--- src/rtl/dps_pkg.sv ---
package dps_pkg;

  typedef enum logic [2:0] {
    PS_ACTIVE    = 3'd0,
    PS_LIGHT     = 3'd1,
    PS_DEEP      = 3'd2,
    PS_AUX       = 3'd3,
    PS_UNPOWERED = 3'd4
  } pwr_state_e;

  localparam logic [2:0] PS_DEEPEST_CODE = 3'd4;

  // Deeper moves always allowed; shallower moves only to the active state.
  function automatic logic move_is_legal(input logic [2:0] from_s, input logic [2:0] to_s);
    if (to_s > PS_DEEPEST_CODE) return 1'b0;
    if (to_s > from_s) return 1'b1;
    if ((to_s == 3'd0) && (from_s != 3'd0)) return 1'b1;
    return 1'b0;
  endfunction

endpackage

--- src/rtl/dps_legality.sv ---
module dps_legality
  import dps_pkg::*;
(
  input  logic       req_valid,
  input  logic       busy,
  input  logic [2:0] cur_code,
  input  logic [2:0] req_target,
  output logic       accept,
  output logic       reject
);

  logic legal;

  always_comb begin
    legal  = move_is_legal(cur_code, req_target);
    accept = req_valid && !busy && legal;
    reject = req_valid && !busy && !legal;
  end

endmodule

--- src/rtl/dps_timer.sv ---
module dps_timer #(
  parameter int LAT_W = 4
) (
  input  logic             clk,
  input  logic             rst_n,
  input  logic             start,
  input  logic [LAT_W-1:0] latency,
  output logic             busy,
  output logic             expire
);

  localparam logic [LAT_W-1:0] ONE = LAT_W'(1);

  logic [LAT_W-1:0] cnt;

  function automatic logic [LAT_W-1:0] eff_latency(input logic [LAT_W-1:0] l);
    return (l == '0) ? ONE : l;
  endfunction

  assign expire = busy && (cnt == ONE);

  always_ff @(posedge clk or negedge rst_n) begin
    if (!rst_n) begin
      busy <= 1'b0;
      cnt  <= '0;
    end else if (start) begin
      busy <= 1'b1;
      cnt  <= eff_latency(latency);
    end else if (busy) begin
      if (cnt == ONE) busy <= 1'b0;
      else            cnt  <= cnt - ONE;
    end
  end

  p_start_sets_busy_r4: assert property (@(posedge clk) disable iff (!rst_n)
    start |=> busy);

  p_busy_count_live_r4: assert property (@(posedge clk) disable iff (!rst_n)
    (busy && !expire) |=> busy);

endmodule

--- src/rtl/dps_perf.sv ---
module dps_perf #(
  parameter int PERF_W      = 8,
  parameter int PERF_LEVELS = 16
) (
  input  logic              clk,
  input  logic              rst_n,
  input  logic              wr_en,
  input  logic [PERF_W-1:0] wr_val,
  input  logic              clear,
  output logic [PERF_W-1:0] perf_idx
);

  localparam logic [PERF_W-1:0] PERF_MAX = PERF_W'(PERF_LEVELS - 1);

  function automatic logic [PERF_W-1:0] clamp_perf(input logic [PERF_W-1:0] v);
    return (v > PERF_MAX) ? PERF_MAX : v;
  endfunction

  always_ff @(posedge clk or negedge rst_n) begin
    if (!rst_n)      perf_idx <= '0;
    else if (clear)  perf_idx <= '0;
    else if (wr_en)  perf_idx <= clamp_perf(wr_val);
  end

  p_perf_in_range_r8: assert property (@(posedge clk) disable iff (!rst_n)
    perf_idx <= PERF_MAX);

endmodule

--- src/rtl/devpwr_ctrl.sv ---
module devpwr_ctrl
  import dps_pkg::*;
#(
  parameter int LAT_W       = 4,
  parameter int PERF_W      = 8,
  parameter int PERF_LEVELS = 16
) (
  input  logic              clk,
  input  logic              rst_n,
  input  logic              req_valid,
  input  logic [2:0]        req_target,
  input  logic [LAT_W-1:0]  req_latency,
  input  logic              reinit_ack,
  input  logic              perf_wr,
  input  logic [PERF_W-1:0] perf_val,
  output logic [2:0]        cur_state,
  output logic              busy,
  output logic              done,
  output logic              err,
  output logic              ctx_valid,
  output logic              cfg_access_en,
  output logic              mem_decode_en,
  output logic [PERF_W-1:0] perf_idx
);

  pwr_state_e state_q;
  pwr_state_e target_q;
  logic       accept;
  logic       reject;
  logic       expire;
  logic       leaving_cold;
  logic       entering_cold;
  logic       leaving_active;
  logic       idle_active;

  assign cur_state      = state_q;
  assign idle_active    = (state_q == PS_ACTIVE) && !busy;
  assign leaving_cold   = expire && (state_q == PS_UNPOWERED);
  assign entering_cold  = expire && (target_q == PS_UNPOWERED);
  assign leaving_active = expire && (state_q == PS_ACTIVE);
  assign cfg_access_en  = (state_q != PS_UNPOWERED);
  assign mem_decode_en  = (state_q == PS_ACTIVE);

  dps_legality u_legal (
    .req_valid  (req_valid),
    .busy       (busy),
    .cur_code   (state_q),
    .req_target (req_target),
    .accept     (accept),
    .reject     (reject)
  );

  dps_timer #(.LAT_W(LAT_W)) u_timer (
    .clk     (clk),
    .rst_n   (rst_n),
    .start   (accept),
    .latency (req_latency),
    .busy    (busy),
    .expire  (expire)
  );

  dps_perf #(.PERF_W(PERF_W), .PERF_LEVELS(PERF_LEVELS)) u_perf (
    .clk      (clk),
    .rst_n    (rst_n),
    .wr_en    (perf_wr && idle_active),
    .wr_val   (perf_val),
    .clear    (leaving_active),
    .perf_idx (perf_idx)
  );

  always_ff @(posedge clk or negedge rst_n) begin
    if (!rst_n) begin
      state_q  <= PS_UNPOWERED;
      target_q <= PS_UNPOWERED;
      done     <= 1'b0;
      err      <= 1'b0;
    end else begin
      done <= expire;
      err  <= reject;
      if (accept) target_q <= pwr_state_e'(req_target);
      if (expire) state_q  <= target_q;
    end
  end

  always_ff @(posedge clk or negedge rst_n) begin
    if (!rst_n)                              ctx_valid <= 1'b0;
    else if (leaving_cold || entering_cold)  ctx_valid <= 1'b0;
    else if (reinit_ack && idle_active)      ctx_valid <= 1'b1;
  end

  p_reject_holds_state_r3: assert property (@(posedge clk) disable iff (!rst_n)
    reject |=> (err && !busy && $stable(cur_state)));

  p_done_single_r4: assert property (@(posedge clk) disable iff (!rst_n)
    done |=> !done);

  p_busy_no_err_r5: assert property (@(posedge clk) disable iff (!rst_n)
    (busy && req_valid) |=> !err);

  p_state_moves_only_on_done_r4: assert property (@(posedge clk) disable iff (!rst_n)
    !$stable(cur_state) |-> done);

  p_cfg_rise_after_busy_r6: assert property (@(posedge clk) disable iff (!rst_n)
    $rose(cfg_access_en) |-> $past(busy));

  p_ctx_cleared_cold_r7: assert property (@(posedge clk) disable iff (!rst_n)
    entering_cold |=> !ctx_valid);

  p_perf_zero_outside_active_r8: assert property (@(posedge clk) disable iff (!rst_n)
    (cur_state != 3'd0) |-> (perf_idx == '0));

endmodule

--- config.mk ---
export PLATFORM = sky130hd
export DESIGN_NAME = devpwr_ctrl
export DESIGN_NICKNAME = d
export VERILOG_FILES = /design/src/rtl/dps_pkg.sv /design/src/rtl/dps_legality.sv /design/src/rtl/dps_timer.sv /design/src/rtl/dps_perf.sv /design/src/rtl/devpwr_ctrl.sv
export SDC_FILE = /design/constraint.sdc
export NUM_CORES = 1
export LEC_CHECK = 0
export BUFFER_PORTS_ARGS = -buffer_cell sky130_fd_sc_hd__buf_2
export CAP_MARGIN = 40
export CORE_UTILIZATION = 49
export DETAILED_ROUTE_END_ITERATION = 12
export PLACE_DENSITY_LB_ADDON = 0.05
export REMOVE_ABC_BUFFERS = 1
export SYNTH_ARGS = -nofsm -noshare
export SYNTH_HDL_FRONTEND = slang
export SYNTH_SLANG_ARGS = --single-unit
--- constraint.sdc ---
create_clock -name clk -period 2.1 [get_ports clk]
set_input_delay 0.105 -clock clk [delete_from_list [all_inputs] [get_ports clk]]
set_output_delay 0.105 -clock clk [all_outputs]
set_load 0.1 [all_outputs]
After elaboration in Yosys (flattened, before gate mapping)
Cells that the tools add are included.
Storage, ports and cells
  output and inout bits: 17
  flip-flop bits (word level): 22
  logic and storage cells: 63
  bits of input ports: 20
Cells by class
  reductions and logical operators: 22
  multiplexer cells: 24
  add/sub/neg operators: 1
  $lt $le $gt $ge: 3
  eq/ne operators: 5
Operators by type and width (count)
  $mux W8: 3
  $mux W1: 17
  $mux W4: 4
  $logic_and A1 B1 Y1: 11
  $gt A8 B4 Y1 const B: 1
  $eq A3 B3 Y1 const B: 2
  $logic_not A3 Y1: 2
  $reduce_bool A2 Y1: 3
  $eq A4 B1 Y1 const B: 1
  $logic_not A4 Y1: 1
  $sub A4 B1 Y4 const B: 1
  $gt A3 B3 Y1: 1
  $gt A3 B3 Y1 const B: 1
  $ne A3 B3 Y1 const B: 1
  $reduce_bool A3 Y1: 1
  $logic_not A1 Y1: 2
  $ne A2 B2 Y1 const B: 1
  $reduce_and A2 Y1: 1
  $logic_or A1 B1 Y1: 1

Longest topological paths before layout
  word-level depth: 11
  depth in mapped cells: 8
  depth with buffers taken out: 7

Modules after synthesis
From an unflattened synthesis, not the netlist that was laid out.
Unflattened totals
  cells, all modules: 102
  area total of the unflattened synthesis: 1127.3 um2
By module, submodules not included
  devpwr_ctrl: area an instance 360.3 um2, times used 1, cells each 25, seq. area each 227.7 um2
  dps_perf: area an instance 334.1 um2, times used 1, cells each 27, seq. area each 200.2 um2
  dps_timer: area an instance 311.5 um2, times used 1, cells each 33, seq. area each 125.1 um2
  dps_legality: area an instance 121.4 um2, times used 1, cells each 17, seq. area each 0.0 um2

Worst setup path after synthesis
Ideal clock, no wire load.
  path kind: register to register
  start: register state_q[1] (netlist: cur_state[1])
  end: register u_timer.cnt[1]
  arrival: 2518 ps
  path buffers: 0
  stages on the path, launching flop included: 6
  library setup time: 125 ps
  path slack: -543 ps
  data required time: 1975 ps
  cells stage by stage: dfrtp_1 nor3_4 nor4_2 a21o_4 nand2_4 mux2_4
On the way
  longest elaborated chain between the ends: 11
Ends and longest elaborated chain
  start, declared: line devpwr_ctrl.sv:26  | pwr_state_e state_q;
  start signal, assigned: line devpwr_ctrl.sv:81  | if (expire) state_q <= target_q;
  branches (longest 6 deep; another with $gt A3 B3 Y1)
  $mux W1 *: line dps_pkg.sv:17  | if ((to_s == 3'd0) && (from_s != 3'd0)) return 1'b1;
  $mux W1 *: line dps_pkg.sv:16  | if (to_s > from_s) return 1'b1;
  $logic_and A1 B1 Y1 *: line dps_legality.sv:16  | accept = req_valid && !busy && legal;
  $ne A2 B2 Y1 (no source line) or $reduce_bool A2 Y1 (tied branches)
  $reduce_and A2 Y1 (no source line)
  end signal, assigned: line dps_timer.sv:28  | cnt <= eff_latency(latency);
  end signal, assigned: line dps_timer.sv:31  | else cnt <= cnt - ONE;
  end, declared: line dps_timer.sv:14  | logic [LAT_W-1:0] cnt;
Mark *: on every way between the ends. The select of a mux whose other input is x is not followed.
A chain may end at the register's enable or synchronous reset.

Worst setup path after layout
  start: register state_q[2] (netlist: cur_state[2])
  end: register u_timer.cnt[1]
Same word-level chain as after synthesis.

==> impl_metrics.toml <==
[clock_tree]
tritoncts = "yes"
cts.sinks = 22
htree_levels = 1
numCtsBuffers = 3
clk_pin_slew_worst_paths_ns = 0.11
clockBufferDepth = 2
ctsRootBufferMaster = "clkbuf_4"
clkLatencyLatePin_ns = 0.30
cts.repair_timing.setup_buffer_count = 0

[global_routing]
grt_max_degree = 23
grt_pass1_wl_um = 3553
grt_pass1_vias = 844
grt_remaining_overflow = 0
grt_use_total_pct = 19.14
antenna_found_initial = 0

[run]
drv_cap = 0

[critical_path]
end_kind = "register"
crit_type = "reg2reg"
r2r_start = "cur_state[2]"
required_ns = 2.30
arrival_ns = 2.16
reg2reg_depth = 7
r2r-end = "u_timer.cnt[1]"
cp-startpoint = "cur_state[2]"
reg2reg_slack_ns = 0.14
start_kind = "register"
cp_max_fo = 6
endpoint = "u_timer.cnt[1]"

[final_layout]
nFillCells = 175
drive_gt1_share_pct = 34.44
nNetsFinal = 177
diodes = 0
areaGrowthSynthToFinish_pct = 23.02

[min_path]
hold_class = "in2reg"

[synth]
synth_cells = 111
yosys-top-cells-area = "dfrtp_1 (45%), ha_1 (5.6%), o21ai_0 (4.9%), dfstp_2 (4.7%), nand2_1 (4.7%)"
ys_warn_count = 0
syn-mean-instance-area_um2 = 10.09
post_synth_instance_area_um2 = 1120
yosys.area.top_type = "dfrtp_1"
synth_top_area_share_pct = 44.69
synth-seq-cells = 22
seq_area_frac_synth_pct = 49.39
ys_types = 36

[floorplanning]
die_area_um2 = 2481
start_util_pct = 54.31
rows = 16
boundaryPins = 37
core_um2 = 2062
dieHeight_um = 49.81
die_w_um = 49.81

[drt]
wl_um = 2156
drtIter0Drc = 24
wl_per_cell_um = 12.11
drcViolationCount = 0
dr.pass1.iters = 4
ant_nets = 0
vias = 938
viasPerCell = 5.270

[sta]
maxSlewHeadroom_pct = 67.88
hold_violations = 0
layout_min_cycle_time_ns = 1.961
finalSetupViolations = 0
fin_skew_ns = 0.003302
worstMarginPinSlew_ns = 0.4851
fmax_mhz = 510.1
finalCritPeriodShare_pct = 93.36
rsz0062_at_grt = "false"
maxSlewViolCount = 0
tns_ns = 0

[place]
gp_congestion = 0.7774
place.detailed.hpwl_um = 1711
port_buffers = 36

[status]
status = "completed"
==> cells by family (layout without fill, tap and decap cells) <==
family / count (synthesis) / in the layout / share of synthesized area (%)
flops: 22 / 22 / 49.39
fa+ha+maj: 5 / 5 / 5.587
xor+xnor: 1 / 1 / 0.7823
buf+inv: 8 / 48 / 2.905
compound gates: 28 / 28 / 16.20
mux: 3 / 3 / 3.240
simple gates: 44 / 44 / 21.90
==> layout by cell type (no fill, tap or decap), drive strengths merged <==
cell         synthesis  final
nand3                1      1
mux2                 2      2
nor2b                2      2
and2b                1      1
and2                 5      5
a31oi                1      1
nor3b                2      2
dfstp                2      2
mux2i                1      1
inv                  6      6
or3b                 1      1
nor4                 1      1
dfrtp               20     20
buf                  2     37
and3                 1      1
a22o                 3      3
a32o                 1      1
nand2               15     15
o21a                 1      1
xnor2                1      1
ha                   5      5
nand2b               1      1
clkbuf               0      4
dlygate4sd3          0      1
a21o                 2      2
or3                  1      1
nor3                 4      4
a22oi                1      1
a211oi               1      1
o21ai               12     12
nor2                 8      8
or4                  1      1
a21oi                6      6
==> routing by layer <==
layer,wire [um],GRT usage [%],up-vias,share of wire [%]
met5,0,0,-,0
met3,116,2.778,3,5.4
met1,1019,25.05,434,47
met2,993,31.98,31,46
met4,26,7.143,0,1.2
li1,-,-,470,-
==> per-stage QoR <==
stage / std cells / worst slack (ns) / area [um2] / hold slack (ns) / util (%)
CTS: 178 / 0.06977 / 1378 / 0.02651 / 66.81
global placement: 173 / 0.1974 / 1331 / 0.08591 / 64.56
global route: 178 / 0.03914 / 1378 / 0.01987 / 66.81
detailed placement: 173 / 0.08473 / 1331 / 0.08752 / 64.56
floorplan: 109 / -0.5431 / 1110 / -0.1906 / -
finish: 178 / 0.1395 / 1378 / 0.03776 / 66.81
==> worst min path at each step <==
stage	cells after the start	slack (ns)	endpoint	from
after floorplan	0	-0.19	ctx_valid	rst_n
after global placement	1	0.09	u_perf.perf_idx[1]	rst_n
after detailed placement	1	0.09	u_perf.perf_idx[1]	rst_n
after CTS	3	0.03	u_timer.cnt[2]	req_latency[2]
after global routing	3	0.02	u_timer.cnt[2]	req_latency[2]
final	3	0.04	u_timer.cnt[2]	req_latency[2]
==> critical path, stage by stage (launching register included) <==
cell and delay [ns]:
dfstp_2 0.55, inv_1 0.05, ha_1 0.30, a21oi_1 0.15, o21ai_1 0.13, a21o_4 0.26
nand2_4 0.10, mux2_4 0.30
==> timing repair <==
item	4_1_cts	5_1_grt
hold buffers	1	0
setup endpoints to repair	0	1
endpoints found under the hold margin	20	0
resized for setup	0	1
==> area by class of cell <==
class	count	area, um2	share of cell area, %
well taps	27	33.78	2.452
multi-input cells	81	534.3	38.78
repair buffers	38	197.7	14.35
inverters	6	22.52	1.635
clock buffers	4	36.28	2.634
flip-flops and latches	22	553.0	40.15
==> cells in the mapped netlist, drive strengths merged <==
library cell and n:
dfrtp 20, nand2 15, o21ai 12, nor2 8
a21oi 6, inv 6, and2 5, ha 5
nor3 4, a22o 3, a21o 2, buf 2
dfstp 2, mux2 2, nor2b 2, nor3b 2
a211oi 1, a22oi 1, a31oi 1, a32o 1
and2b 1, and3 1, mux2i 1, nand2b 1
nand3 1, nor4 1, o21a 1, or3 1
or3b 1, or4 1, xnor2 1
==> state kept, by name (all words and copies together) (netlist names) <==
name             flops
u_timer.cnt          4
target_q             3
done                 1
cur_state            3
err                  1
u_perf.perf_idx      8
u_timer.busy         1
ctx_valid            1
Power is left out: the tool's default activity adds up to more than one toggle a clock period on the data nets, which glitch-free logic cannot reach.
